`src/rtl/tdm_rx_pkg.sv`:
```
package tdm_rx_pkg;
    localparam int LEN_W = 6;

    typedef enum logic [2:0] {
        SLOT_12 = 3'd0,
        SLOT_16 = 3'd1,
        SLOT_20 = 3'd2,
        SLOT_24 = 3'd3,
        SLOT_32 = 3'd4
    } slot_code_e;

    // Slot length in bits for a code; 0 marks a reserved code.
    function automatic logic [LEN_W-1:0] slot_bits(input logic [2:0] code);
        case (code)
            SLOT_12: slot_bits = 6'd12;
            SLOT_16: slot_bits = 6'd16;
            SLOT_20: slot_bits = 6'd20;
            SLOT_24: slot_bits = 6'd24;
            SLOT_32: slot_bits = 6'd32;
            default: slot_bits = 6'd0;
        endcase
    endfunction
endpackage

```
`src/rtl/tdm_rx_framer.sv`:
```
module tdm_rx_framer
    import tdm_rx_pkg::*;
#(
    parameter int SLOT_W = 5
) (
    input  logic              clk,
    input  logic              rst_n,
    input  logic              bit_tick,
    input  logic              sync_in,
    input  logic              master_en,
    input  logic              sync_bit_mode,
    input  logic              sync_early,
    input  logic [2:0]        slot_len_sel,
    input  logic [LEN_W-1:0]  word_len,
    input  logic [SLOT_W-1:0] slots_m1,
    input  logic              rx_soft_rst,
    output logic              sync_out,
    output logic              cap_en,
    output logic              cap_first,
    output logic              cap_last,
    output logic [SLOT_W-1:0] cap_slot
);
    typedef struct packed {
        logic [SLOT_W-1:0] slot;
        logic [LEN_W-1:0]  bitp;
        logic              locked;
        logic              pend;
        logic              prev;
    } fr_t;

    fr_t r_q, r_d;

    logic [LEN_W-1:0]  sl;
    logic              cfg_ok;
    logic              edge_seen;
    logic              start_now;
    logic              start_next;
    logic              cur_valid;
    logic [SLOT_W-1:0] cur_slot;
    logic [LEN_W-1:0]  cur_bit;
    logic              pat;

    always_comb begin
        sl         = slot_bits(slot_len_sel);
        cfg_ok     = (sl != '0) && (word_len != '0) && (word_len <= sl);
        edge_seen  = !master_en && sync_in && !r_q.prev;
        start_now  = edge_seen && (sync_bit_mode || !sync_early);
        start_next = edge_seen && !sync_bit_mode && sync_early;
        cur_valid  = master_en || r_q.locked || start_now || r_q.pend;
        if (!master_en && (start_now || r_q.pend)) begin
            cur_slot = '0;
            cur_bit  = '0;
        end else begin
            cur_slot = r_q.slot;
            cur_bit  = r_q.bitp;
        end

        r_d       = r_q;
        cap_en    = 1'b0;
        cap_first = (cur_bit == '0);
        cap_last  = (cur_bit == word_len - 1'b1);
        cap_slot  = cur_slot;

        if (rx_soft_rst || !cfg_ok) begin
            r_d = '0;
        end else if (bit_tick) begin
            r_d.prev = sync_in;
            r_d.pend = start_next;
            if (cur_valid) begin
                r_d.locked = 1'b1;
                cap_en     = (cur_bit < word_len);
                if (cur_bit >= sl - 1'b1) begin
                    r_d.bitp = '0;
                    r_d.slot = (cur_slot >= slots_m1) ? '0 : cur_slot + 1'b1;
                end else begin
                    r_d.bitp = cur_bit + 1'b1;
                    r_d.slot = cur_slot;
                end
            end
        end

        // Sync level for the bit the next tick samples.
        if (sync_bit_mode)
            pat = (r_q.slot == '0) && (r_q.bitp == '0);
        else if (sync_early)
            pat = ((r_q.slot == '0) && (r_q.bitp < word_len - 1'b1)) ||
                  ((r_q.slot == slots_m1) && (r_q.bitp == sl - 1'b1));
        else
            pat = (r_q.slot == '0) && (r_q.bitp < word_len);
        sync_out = master_en && cfg_ok && !rx_soft_rst && pat;
    end

    always_ff @(posedge clk or negedge rst_n) begin
        if (!rst_n) r_q <= '0;
        else        r_q <= r_d;
    end

    // a generated one-bit sync lasts a single bit period
    p_bit_sync_single_r6: assert property (@(posedge clk) disable iff (!rst_n)
        (master_en && sync_bit_mode && sync_out && bit_tick) |=> !sync_out);
endmodule

```
`src/rtl/tdm_rx_shifter.sv`:
```
module tdm_rx_shifter #(
    parameter int DATA_W = 32,
    parameter int SLOT_W = 5
) (
    input  logic              clk,
    input  logic              rst_n,
    input  logic              sdata_in,
    input  logic              rx_soft_rst,
    input  logic              word_ack,
    input  logic              cap_en,
    input  logic              cap_first,
    input  logic              cap_last,
    input  logic [SLOT_W-1:0] cap_slot,
    output logic [DATA_W-1:0] word_data,
    output logic              word_valid,
    output logic [SLOT_W-1:0] word_slot,
    output logic              overrun
);
    typedef struct packed {
        logic [DATA_W-1:0] sh;
        logic [DATA_W-1:0] data;
        logic [SLOT_W-1:0] slot;
        logic              valid;
        logic              ovr;
    } sh_t;

    sh_t s_q, s_d;
    logic [DATA_W-1:0] shifted;

    always_comb begin
        s_d     = s_q;
        shifted = cap_first ? {{(DATA_W-1){1'b0}}, sdata_in}
                            : {s_q.sh[DATA_W-2:0], sdata_in};
        if (word_ack) s_d.valid = 1'b0;
        if (cap_en) begin
            s_d.sh = shifted;
            if (cap_last) begin
                s_d.data  = shifted;
                s_d.slot  = cap_slot;
                s_d.valid = 1'b1;
                if (s_q.valid && !word_ack) s_d.ovr = 1'b1;
            end
        end
        if (rx_soft_rst) s_d = '0;
    end

    always_ff @(posedge clk or negedge rst_n) begin
        if (!rst_n) s_q <= '0;
        else        s_q <= s_d;
    end

    assign word_data  = s_q.data;
    assign word_slot  = s_q.slot;
    assign word_valid = s_q.valid && !rx_soft_rst;
    assign overrun    = s_q.ovr && !rx_soft_rst;

    // no capture while the soft reset is held
    p_no_capture_soft_r11: assert property (@(posedge clk) disable iff (!rst_n)
        rx_soft_rst |-> !cap_en);
    // status state is empty after a soft-reset cycle
    p_soft_clears_r11: assert property (@(posedge clk) disable iff (!rst_n)
        rx_soft_rst |=> (!s_q.valid && !s_q.ovr));
    // overrun is sticky until a reset
    p_overrun_sticky_r10: assert property (@(posedge clk) disable iff (!rst_n)
        (s_q.ovr && !rx_soft_rst) |=> s_q.ovr);
    // valid only rises after a completing sample
    p_valid_from_word_r9: assert property (@(posedge clk) disable iff (!rst_n)
        $rose(s_q.valid) |-> $past(cap_en && cap_last));
endmodule

```
`src/rtl/tdm_rx_sync.sv`:
```
module tdm_rx_sync
    import tdm_rx_pkg::*;
#(
    parameter int DATA_W    = 32,
    parameter int MAX_SLOTS = 32,
    localparam int SLOT_W   = $clog2(MAX_SLOTS)
) (
    input  logic              clk,
    input  logic              rst_n,
    input  logic              bit_tick,
    input  logic              sync_in,
    input  logic              sdata_in,
    input  logic              master_en,
    input  logic              sync_bit_mode,
    input  logic              sync_early,
    input  logic [2:0]        slot_len_sel,
    input  logic [LEN_W-1:0]  word_len,
    input  logic [SLOT_W-1:0] slots_m1,
    input  logic              rx_soft_rst,
    input  logic              word_ack,
    output logic              sync_out,
    output logic [DATA_W-1:0] word_data,
    output logic              word_valid,
    output logic [SLOT_W-1:0] word_slot,
    output logic              overrun
);
    logic              cap_en;
    logic              cap_first;
    logic              cap_last;
    logic [SLOT_W-1:0] cap_slot;

    tdm_rx_framer #(.SLOT_W(SLOT_W)) i_framer (
        .clk(clk), .rst_n(rst_n), .bit_tick(bit_tick), .sync_in(sync_in),
        .master_en(master_en), .sync_bit_mode(sync_bit_mode),
        .sync_early(sync_early), .slot_len_sel(slot_len_sel),
        .word_len(word_len), .slots_m1(slots_m1), .rx_soft_rst(rx_soft_rst),
        .sync_out(sync_out), .cap_en(cap_en), .cap_first(cap_first),
        .cap_last(cap_last), .cap_slot(cap_slot)
    );

    tdm_rx_shifter #(.DATA_W(DATA_W), .SLOT_W(SLOT_W)) i_shifter (
        .clk(clk), .rst_n(rst_n), .sdata_in(sdata_in),
        .rx_soft_rst(rx_soft_rst), .word_ack(word_ack), .cap_en(cap_en),
        .cap_first(cap_first), .cap_last(cap_last), .cap_slot(cap_slot),
        .word_data(word_data), .word_valid(word_valid),
        .word_slot(word_slot), .overrun(overrun)
    );
endmodule

```
`config.mk`:
```
export PLATFORM = sky130hd
export DESIGN_NAME = tdm_rx_sync
export DESIGN_NICKNAME = d
export VERILOG_FILES = /design/src/rtl/tdm_rx_pkg.sv /design/src/rtl/tdm_rx_framer.sv /design/src/rtl/tdm_rx_shifter.sv /design/src/rtl/tdm_rx_sync.sv
export SDC_FILE = /design/constraint.sdc
export NUM_CORES = 1
export LEC_CHECK = 0
export BUFFER_PORTS_ARGS = -buffer_cell sky130_fd_sc_hd__buf_2
export CORE_ASPECT_RATIO = 0.6
export CORE_MARGIN = 2
export CORE_UTILIZATION = 45
export CTS_BUF_LIST = sky130_fd_sc_hd__clkbuf_4 sky130_fd_sc_hd__clkbuf_8
export DETAILED_ROUTE_END_ITERATION = 8
export PLACE_DENSITY = 0.67
export SYNTH_ARGS = -nofsm -noshare
export SYNTH_HDL_FRONTEND = slang
export SYNTH_HIERARCHICAL = 1
export SYNTH_SLANG_ARGS = --single-unit
export TNS_END_PERCENT = 10
```
`constraint.sdc`:
```
create_clock -name clk -period 3.5 [get_ports clk]
set_input_delay 0.35 -clock clk [delete_from_list [all_inputs] [get_ports clk]]
set_output_delay 0.35 -clock clk [all_outputs]
set_load 0.01 [all_outputs]
```
==> results of run 1 <==
flip-flops by register name, summed over array words and instances (netlist names):
name,flops
i_shifter/s_q,33
i_shifter/word_data,32
i_framer/r_q,14
i_shifter/word_slot,5
power by group:
part	internal, mW	switching (mW)
registers	0.972	0.00339
clock network	0.271	0.370
logic	0.0845	0.152
path summary, 6_finish.rpt:
check / from / end / slack [ns] / cells after the start
max: i_framer/r_q[0]$_DFFE_PN0P_ / i_shifter/word_data[1]$_DFFE_PN0P_ / 0.24 / 14
min: rst_n / i_framer/r_q[2]$_DFFE_PN0P_ / 0.1 / 1
max reg2reg: i_framer/r_q[0]$_DFFE_PN0P_ / i_shifter/word_data[1]$_DFFE_PN0P_ / 0.24 / 14
min reg2reg: i_framer/r_q[2]$_DFFE_PN0P_ / i_framer/r_q[2]$_DFFE_PN0P_ / 0.53 / 2
max in group asynchronous: rst_n / i_shifter/word_data[5]$_DFFE_PN0P_ / 2.66 / 2
min in group clk: word_ack / i_shifter/s_q[0]$_DFFE_PN0P_ / 0.28 / 3
worst register-to-register path, stage by stage (launching register included):
cell and delay, ns:
dfrtp_1 0.41, inv_1 0.10, a31oi_4 0.12, or2_1 0.31, and2_2 0.25, ha_1 0.28, o21a_1 0.11, o21a_1 0.16
o21ai_0 0.15, nand2b_1 0.11, a2111oi_4 0.42, buf_12 0.21, buf_12 0.22, nand4b_1 0.17, a21oi_1 0.16
cells in the final DEF, fill, tap and decap left out, drive strengths merged, types with 3 or more instances in the layout:
master	netlist	final
and3	4	4
nor2b	5	5
nor4	3	3
o21a	4	4
dfrtp	84	84
clkbuf	18	10
xnor2	9	9
ha	34	34
a21bo	38	38
nand2	15	15
and2	9	9
inv	19	21
a2111oi	3	3
nor2	17	17
a21o	3	3
buf	66	77
nand3b	33	33
a21oi	81	81
clkinvlp	0	4
a32o	3	3
a211oi	3	3
xor2	6	6
mux2i	4	4
nor3	6	6
nand3	16	16
o21ai	13	13
nand4b	33	33
nand2b	40	40
or2	4	4
a31oi	10	10
kinds of logic after synthesis:
| family | count (synthesis) |
|---|---|
| AOI/OAI and AO/OA | 170 |
| xor gates and xnor gates | 15 |
| adders and majority gates | 34 |
| buffers and inverters | 103 |
| DFF | 84 |
| muxes | 4 |
| and+or+nand+nor | 190 |
metrics by stage:
| stage | hold slack, ns | instances |
|---|---|---|
| after detailed placement | 0.511 | 758 |
| after global routing | 0.154 | 774 |
| after floorplan | 0.0544 | 600 |
| final | 0.0956 | 774 |
| after global placement | 0.486 | 758 |
| after CTS | 0.121 | 774 |
area by class of cell:
type	count	area (um^2)
fillers	1172	6160
clock inverters	6	47.5
well taps	165	206
inverters	19	71.3
clock buffers	10	131
multi-input cells	413	3050
repair buffers	77	485
flip-flops and latches	84	2100
routing by layer:
metal	up-vias	GRT usage (%)
met3	5	4.92
li1	2115	-
met4	0	3.77
met1	2102	30.9
met2	105	26.5
met5	-	0
timing repair:
action	CTS	global route
setup endpoints to repair	0	5
resized for setup	0	1
endpoints found under the hold margin	0	0
==> results.md, run 1 <==
- Status: completed
- Achievable Freq: roughly 300 MHz
- Most frequent cells after synthesis: dfrtp_1 (84), a21oi_1 (80), buf_4 (44)
- Synth warn: 6
- Critical path's largest stage delay: about 0.42 ns
- CTS Buffer Depth: 2
- Worst path cell trace: inv_1, a31oi_4, or2_1, and2_2, ha_1, o21a_1, o21a_1, o21ai_0, nand2b_1, a2111oi_4, buf_12, buf_12, nand4b_1, a21oi_1
- Clk sinks: 84
- Area Growth Syn to Fin: 5.89%
- Die H: around 90 um
- Worst Tran Pin Value: slightly above 0.9 ns
- CTS tree: yes
- Leakage: 2.77 nW
- CP top delay family: compound AO/OA/AOI/OAI gates
- Cts-stage hold buffer count: 0
- Worst relative slew slack: about 37%
- TNS Setup: 0 ns
- WL met1: ~6500 um
- Number of diodes: 0
- Crit Path Max Fanout: slightly below 50
- Maximum VDD drop: about 0.00015 V
- XOR/XNOR Fraction of Synth Area: roughly 2.3%
- WL per Instance: approximately 16 um
- Via-to-Cell Ratio: 5.59
- Required time worst endpoint: between 3 and 4 ns
- Syn Nets: 658
- Grt ovf: 0
- Starting Density: 46.9%
- Synth area leader: dfrtp_1
- Post-DP HPWL: 8960 um
- Final Instance Area: around 6100 um^2
- Ports: between 60 and 70
- # DRC: 0
- Largest net degree at the start of global routing: slightly below 80
- Crit start category: register
- Mean area per synthesized cell: around 9.6 um^2
- Most common cell in the netlist: dfrtp_1
- Fin crit period: 3.26 ns
- Compound-cell area share of the yosys netlist: 20.6%
- Setup slack at placement: ~0.13 ns
- Vias in the first global route: 4,059
- Die Wd: roughly 150 um
- Post-CTS Setup Inserts: 0
- DR pass1 iterations: 5
- CTS Buf Count: 9
- Routed length on met3: slightly above 900 um
- Placer Congestion: 0.970
- WP data arrival: 3.54 ns
- Post-Syn Area: between 5000 and 6000 um^2
- Yosys reg bits: 84
- Nets: about 660
- Post-synth EDFFs: 0
- Ys flop type: dfrtp_1
- Clock Latency Late Sink: between 0.3 and 0.4 ns
- Overall routing resource usage: a little under 20%
- Max-cap viol count: 0
- Worst setup EP type: register
- Syn Inst Count: 600
- H-tree depth: 3
- Vias: 4,327
- Distinct cells, synth: 60
- Post-synthesis mux area share: 0.696%
- Fin crit share: about 93%
- Core Rows: 31
- First-pass GRT wire length: 21,400 um
- Largest family of logic cells by synthesized area: simple AND/OR/NAND/NOR gates
- Total Die Area: roughly 14,000 um^2
- Fraction of layout cells with a size suffix above 1: about a quarter
- Reg clk slew, reported paths: around 0.080 ns
- Synth top area share: 36.5%
- Adder-cell share of the synthesized area: approximately 7.4%
- FFs w/ async S/R, synth: 100%
- Unrepaired setup endpoints after global routing: no
- Cell at the slowest stage of the critical path: a2111oi_4
- Final Core Density: between 40 and 50%
- I/O Buffers: 63
- Power Total: between 1.5 and 2 mW
- Sequential share of the synthesized area: between 30% and 40%
- Setup ws final: roughly 0.24 ns
- Met2 routed WL: 5270 um
- Synth Area in Simple Gates: a little over a fifth
- Setup CP Type: register to register
- WP buf/inv: 3
- Top layer in use: met4
- Pwr per Cell Area: between 300 and 400 nW/um^2
- Root buf cell: clkbuf_8
- Endpoints failing setup: 0
- Setup Skew: between 0.01 and 0.015 ns
- Endpoints failing hold: 0
- Core area: ~12,000 um^2
- Worst min path class: input pin to asynchronous set/reset pin
- Final wirelength: 12,800 um
- Detail Route Antenna Nets: 0
- Initial antenna violation count: 0
- Slew Limit Fails: 0
- Placed Area: around 5900 um^2
- Iter 0 DRT Violations: around 380
- Largest cells by area after synthesis: dfrtp_1 (37%), ha_1 (7.4%), a21oi_1 (7.0%), a21bo_2 (6.4%), buf_4 (5.7%)
No activity file was read; power rests on OpenSTA's default activity.
==> run 2, diff against run 1 <==
BUFFER_PORTS_ARGS = not set   (was -buffer_cell sky130_fd_sc_hd__buf_2)
DONT_BUFFER_PORTS = 1   (was not set)
PLACE_DENSITY = 0.63   (was 0.67)
==> run 2 against run 1 <==
Against the previous run:
- register-to-register slack improved by 0.09 ns
- non-clock buffer count shrank 64
- utilization fell by 2.3 points
- critical path depth is the same
- total power down 0.65%
- cell count is 8.1% lower
- first-iteration DRC count down 32%
- final area is 4.6% lower
- highest routed layer unchanged
- die area is the same
- maximum frequency increased by 2.8%
- sequential cell count unchanged
==> results.md, run 2 (synthesis gave the netlist of run 1 again) <==
- Status: completed (unchanged)
- TNS Setup: 0 ns (unchanged)
- CTS Buf Count: 9 (unchanged)
- Worst relative slew slack: 40.9% (was 37.1%)
- Max FFs per register: 33 (unchanged)
- Sw frac: 26.7% (was 28.3%)
- CTS tree: yes (unchanged)
- Vias in the first global route: 3,923 (was 4,059)
- # DRC: 0 (unchanged)
- Fin crit period: 3.17 ns (was 3.26 ns)
- Largest net degree at the start of global routing: 85 (was 77)
- Critical path's largest stage delay: 0.41 ns (was 0.42 ns)
- Root buf cell: clkbuf_8 (unchanged)
- Area Growth Syn to Fin: 1.04% (was 5.89%)
- DR pass1 iterations: 5 (unchanged)
- Starting Density: 46.9% (unchanged)
- Routed length on met3: 1170 um (was 923 um)
- Maximum VDD drop: 0.000175 V (was 0.000149 V)
- Reg clk slew, reported paths: 0.09 ns (was 0.08 ns)
- Final wirelength: 13,100 um (was 12,800 um)
- Met2 routed WL: 5140 um (was 5270 um)
- I/O Buffers: 0 (was 63)
- Worst min path class: input pin to register (was input pin to asynchronous set/reset pin)
- First-pass GRT wire length: 21,500 um (was 21,400 um)
- WP data arrival: 3.45 ns (was 3.54 ns)
- Clock network fraction of total power: 36.1% (was 34.6%)
- Placer Congestion: 0.907 (was 0.970)
- Via-to-Cell Ratio: 5.79 (was 5.59)
- Largest register by flop count: i_shifter/s_q (unchanged)
- Top layer in use: met4 (unchanged)
- Worst setup EP type: register (unchanged)
- Core Rows: 31 (unchanged)
- Required time worst endpoint: 3.77 ns (was 3.78 ns)
- Iter 0 DRT Violations: 262 (was 384)
- Worst Tran Pin Value: 0.879 ns (was 0.935 ns)
- Total Die Area: 13,700 um^2 (unchanged)
- H-tree depth: 3 (unchanged)
- Fraction of layout cells with a size suffix above 1: 15.2% (was 24.3%)
- Setup CP Type: register to register (unchanged)
- WL per Instance: 18.4 um (was 16.5 um)
- Part of the power in registers: 53.0% (was 52.7%)
- Worst path cell trace: inv_1, a31oi_4, or2_1, and2_2, ha_1, o21a_1, o21a_1, o21ai_0, nand2b_1, a2111oi_4, buf_12, buf_12, nand4b_1, a21oi_1 (unchanged)
- Nets: 598 (was 662)
- WL met1: 6690 um (was 6520 um)
- WP buf/inv: 3 (unchanged)
- Die Wd: 150 um (unchanged)
- Crit Path Max Fanout: 29 (was 49)
- CTS Buffer Depth: 2 (unchanged)
- Max-cap viol count: 0 (unchanged)
- Most frequent cells in the layout: dfrtp_1 (84), a21oi_1 (80), nand2b_1 (39), a21bo_2 (37), ha_1 (34) (was dfrtp_1 (84), a21oi_1 (80), buf_2 (62), nand2b_1 (39), a21bo_2 (37))
- Cell at the slowest stage of the critical path: dfrtp_1 (was a2111oi_4)
- Fin crit share: 90.7% (was 93.3%)
- Clock Latency Late Sink: 0.36 ns (about the same)
- Slew Limit Fails: 0 (unchanged)
- Achievable Freq: 315 MHz (was 306 MHz)
- Detail Route Antenna Nets: 0 (unchanged)
- Post-DP HPWL: 8900 um (was 8960 um)
- Commonest non-fill, non-tap cell in the layout: dfrtp_1 (unchanged)
- Initial antenna violation count: 1 (was 0)
- Overall routing resource usage: 19.8% (was 19.5%)
- CP top delay family: compound AO/OA/AOI/OAI gates (unchanged)
- Setup Skew: 0.0137 ns (was 0.0112 ns)
- Endpoints failing hold: 0 (unchanged)
- Ports: 64 (unchanged)
- Pint: 1.35 mW (was 1.33 mW)
- Crit start category: register (unchanged)
- Pwr per Cell Area: 316 nW/um^2 (was 304 nW/um^2)
- Grt ovf: 0 (unchanged)
- Unrepaired setup endpoints after global routing: no (unchanged)
- Power Total: 1.84 mW (was 1.85 mW)
- Combinational power share: 10.9% (was 12.8%)
- Clk sinks: 84 (unchanged)
- Core area: 12,300 um^2 (unchanged)
- Die H: 91.6 um (unchanged)
- Leakage: 2.48 nW (was 2.77 nW)
- Vias: 4,116 (was 4,327)
- Endpoints failing setup: 0 (unchanged)
- NetSw: 0.492 mW (was 0.525 mW)
- Final Core Density: 47.4% (was 49.7%)
==> run 2: cell types whose count changed in the layout (fill, tap and decap cells not counted), moves of 2 or more <==
| cell | before | now |
|---|---|---|
| buf_2 | 62 | 0 |
| buf_4 | 10 | 5 |
| inv_6 | 2 | 0 |
| clkinv_4 | 0 | 3 |
| clkbuf_8 | 9 | 11 |
| clkinv_2 | 0 | 2 |
| clkinvlp_4 | 4 | 0 |
==> run 2: final timing paths <==
kind                            cells past startpoint                                  end  slack [ns]                         start
min in group asynchronous                           2   i_shifter/word_data[2]$_DFFE_PN0P_        0.57                         rst_n
worst min register to register                      2         i_shifter/s_q[0]$_DFFE_PN0P_        0.55  i_shifter/s_q[0]$_DFFE_PN0P_
worst max-delay path                               14         i_shifter/s_q[0]$_DFFE_PN0P_        0.33   i_framer/r_q[0]$_DFFE_PN0P_
worst max register to register                     14         i_shifter/s_q[0]$_DFFE_PN0P_        0.33   i_framer/r_q[0]$_DFFE_PN0P_
worst min-delay path                                1   i_shifter/word_data[6]$_DFFE_PN0P_        0.05                   rx_soft_rst
max in group asynchronous                           2  i_shifter/word_data[28]$_DFFE_PN0P_        2.55                         rst_n
==> run 2: per-stage QoR <==
stage	setup slack (ns)	instances	cell area (um^2)	hold WS [ns]
global placement	0.424	692	5590	0.0587
global route	0.0460	711	5810	0.0294
detailed placement	0.355	692	5590	0.0572
CTS	0.329	710	5810	0.0321
floorplan	0.510	600	5750	0.0544
finish	0.326	711	5810	0.0536
==> run 2: area by class of cell <==
class | count | area (um^2)
diodes | 1 | 2.50
clock buffers | 11 | 151
clock inverters | 5 | 36.3
fillers | 1191 | 6440
inverters | 19 | 71.3
multi-input cells | 413 | 3050
flip-flops and latches | 84 | 2100
well taps | 165 | 206
repair buffers | 13 | 195
==> run 2: what timing repair did <==
| action | 4_1_cts | 5_1_grt |
|---|---|---|
| hold buffers | 2 | 0 |
| setup buffers | 0 | 0 |
| resized for setup | 0 | 0 |
| endpoints found under the hold margin | 84 | 0 |
| setup endpoints to repair | 0 | 0 |
==> run 2: worst register-to-register path: stages (launching register included) <==
cell       delay (ns)
dfrtp_1          0.41
inv_1            0.10
a31oi_4          0.10
or2_1            0.31
and2_2           0.26
ha_1             0.27
o21a_1           0.10
o21a_1           0.16
o21ai_0          0.15
nand2b_1         0.11
a2111oi_4        0.41
buf_12           0.23
buf_12           0.19
nand4b_1         0.11
a21oi_1          0.17
==> run 2: metal layers <==
layer | global-route usage, % | vias up
met5 | 0 | -
li1 | - | 1985
met2 | 26.6 | 119
met3 | 7.69 | 10
met1 | 29.8 | 2002
met4 | 3.62 | 0
==> run 2: power by group through the flow <==
stage	Combinational [mW]	Sequential (mW)	Clock (mW)
2_1_floorplan	0.155	0.993	0
3_3_place_gp	0.171	0.994	0
3_5_place_dp	0.176	0.994	0
4_1_cts	0.201	0.975	0.684
5_1_grt	0.224	0.976	0.724
6_report	0.200	0.975	0.664
==> run 3, diff against run 2 <==
clock period = 3.97 ns   (was 3.5 ns; I/O delays follow)
==> run 3 against run 2 <==
Against the previous run:
- setup slack improved by 0.16 ns
- global-route usage fell by 0.92 points
- hold slack better by 0.050 ns
- largest power group unchanged
==> results.md, run 3 (synthesis gave the netlist of run 1 again) <==
- Status: completed (unchanged)
- Overall routing resource usage: 18.9% (was 19.8%)
- Slew Limit Fails: 0 (unchanged)
- Total Die Area: 13,700 um^2 (unchanged)
- WP data arrival: 3.76 ns (was 3.45 ns)
- CTS tree: yes (unchanged)
- Initial antenna violation count: 0 (was 1)
- # DRC: 0 (unchanged)
- Via-to-Cell Ratio: 5.78 (was 5.79)
- Most frequent cells in the layout: dfrtp_1 (84), a21oi_1 (80), nand2b_1 (39), a21bo_2 (37), ha_1 (34) (unchanged)
- Clk sinks: 84 (unchanged)
- CTS Buffer Depth: 2 (unchanged)
- Post-CTS Setup Inserts: 0 (unchanged)
- Root buf cell: clkbuf_8 (unchanged)
- Filler cells: 1,203 (was 1,191)
- Ports: 64 (unchanged)
- Resize count post-CTS: 0 (unchanged)
- Crit start category: register (unchanged)
- H-tree depth: 3 (unchanged)
- Largest net degree at the start of global routing: 138 (was 85)
- WHS Path Cells: 1 (unchanged)
- Max FFs per register: 33 (unchanged)
- Die H: 91.6 um (unchanged)
- Iter 0 DRT Violations: 288 (was 262)
- Worst Reg-to-Reg Cells: 13 (was 14)
- Clock Latency Late Sink: 0.35 ns (was 0.36 ns)
- WL per Instance: 18.0 um (was 18.4 um)
- Unrepaired setup endpoints after global routing: no (unchanged)
- Maximum VDD drop: 0.000174 V (was 0.000175 V)
- Setup CP Type: register to register (unchanged)
- Commonest non-fill, non-tap cell in the layout: dfrtp_1 (unchanged)
- Required time worst endpoint: 4.24 ns (was 3.77 ns)
- Endpoints failing setup: 0 (unchanged)
- Largest register by flop count: i_shifter/s_q (unchanged)
- Post-DP HPWL: 8250 um (was 8900 um)
- Worst relative slew slack: 44.7% (was 40.9%)
- Pwr per Cell Area: 300 nW/um^2 (was 316 nW/um^2)
- Vias in the first global route: 3,863 (was 3,923)
- Max-cap viol count: 0 (unchanged)
- Core area: 12,300 um^2 (unchanged)
- Achievable Freq: 287 MHz (was 315 MHz)
- Fin crit period: 3.49 ns (was 3.17 ns)
- Hold_ws: 0.104 ns (was 0.0536 ns)
- Nets: 591 (was 598)
- First-pass GRT wire length: 20,600 um (was 21,500 um)
- Endpoints failing hold: 0 (unchanged)
- Fin crit share: 87.8% (was 90.7%)
- DR pass1 iterations: 5 (unchanged)
- Setup Skew: 0.0130 ns (was 0.0137 ns)
- I/O Buffers: 0 (unchanged)
- Grt ovf: 0 (unchanged)
- TNS Setup: 0 ns (unchanged)
- Die Wd: 150 um (unchanged)
- Worst Tran Pin Value: 0.823 ns (was 0.879 ns)
- Leakage: 2.44 nW (was 2.48 nW)
- Final wirelength: 12,700 um (was 13,100 um)
- Vias: 4,065 (was 4,116)
- Area Growth Syn to Fin: -0.0652% (was 1.04%)
- Placer Congestion: 0.896 (was 0.907)
- Number of diodes: 0 (was 1)
- Worst setup EP type: register (unchanged)
- CTS Buf Count: 9 (unchanged)
- Fraction of layout cells with a size suffix above 1: 14.1% (was 15.2%)
- Starting Density: 46.9% (unchanged)
- Core Rows: 31 (unchanged)
- Detail Route Antenna Nets: 0 (unchanged)
- Crit Path Max Fanout: 137 (was 29)
- Reg clk slew, reported paths: 0.09 ns (about the same)
- Worst min path class: input pin to register (unchanged)
- Cts-stage hold buffer count: 2 (unchanged)
-- run 3: cell types whose count changed in the layout (fill, tap and decap cells not counted), sizes merged --
cell,change
diode,-1
buf,-7
clkinv,-5
clkinvlp,+2
bufinv,+2
inv,+1
-- run 3: metrics by stage --
stage                     instances  power [mW]  cell area, um^2  setup slack (ns)  utilization, %
after floorplan                 600        1.01             5750             0.933               -
after global placement          685        1.02             5480             0.506            44.7
after detailed placement        685        1.02             5480             0.386            44.7
after CTS                       703        1.75             5750             0.491            46.9
after global routing            703        1.81             5750             0.129            46.9
final                           703        1.73             5750             0.483            46.9
-- run 3: path summary, 6_finish.rpt --
kind,slack (ns),start,end
max,0.48,i_framer/r_q[0]$_DFFE_PN0P_,i_shifter/word_data[13]$_DFFE_PN0P_
min,0.10,rx_soft_rst,i_shifter/s_q[48]$_DFFE_PN0P_
max reg2reg,0.48,i_framer/r_q[0]$_DFFE_PN0P_,i_shifter/word_data[13]$_DFFE_PN0P_
min reg2reg,0.52,i_shifter/s_q[0]$_DFFE_PN0P_,i_shifter/s_q[0]$_DFFE_PN0P_
max in group asynchronous,3.03,rst_n,i_shifter/word_data[15]$_DFFE_PN0P_
min in group asynchronous,0.62,rst_n,i_shifter/word_data[7]$_DFFE_PN0P_
-- run 3: cell type report --
type / instances / area (um^2) / area share [%]
clock inverters: 5 / 83.8 / 1.46
repair buffers: 6 / 92.6 / 1.61
flip-flops and latches: 84 / 2100 / 36.6
multi-input cells: 413 / 3050 / 53.0
clock buffers: 11 / 145 / 2.52
well taps: 165 / 206 / 3.59
inverters: 19 / 71.3 / 1.24
-- run 3: worst max-delay path, stage by stage (launching register included) --
cell       delay (ns)
dfrtp_1          0.38
inv_1            0.08
a31oi_4          0.19
or2_1            0.45
and2_2           0.29
ha_1             0.24
o21a_1           0.12
o21a_1           0.16
o21ai_0          0.16
nand2b_1         0.11
a2111oi_4        0.41
buf_12           0.43
nand4b_1         0.16
a21oi_1          0.17
-- run 3: per-layer routing --
metal	vias to the layer above	wire, um	GRT usage, %
li1	1964	-	-
met1	1988	6370	28.5
met2	105	5150	25.1
met3	8	1060	7.14
met4	0	96	4.01
met5	-	0	0
-- run 3: where the power goes --
part | leakage, nW | switching [mW] | total [mW] | internal, mW
Clock | 0.110 | 0.316 | 0.698 | 0.381
Sequential | 1.17 | 0.00302 | 0.860 | 0.857
Combinational | 1.16 | 0.106 | 0.168 | 0.0621
Total | 2.44 | 0.426 | 1.73 | 1.30
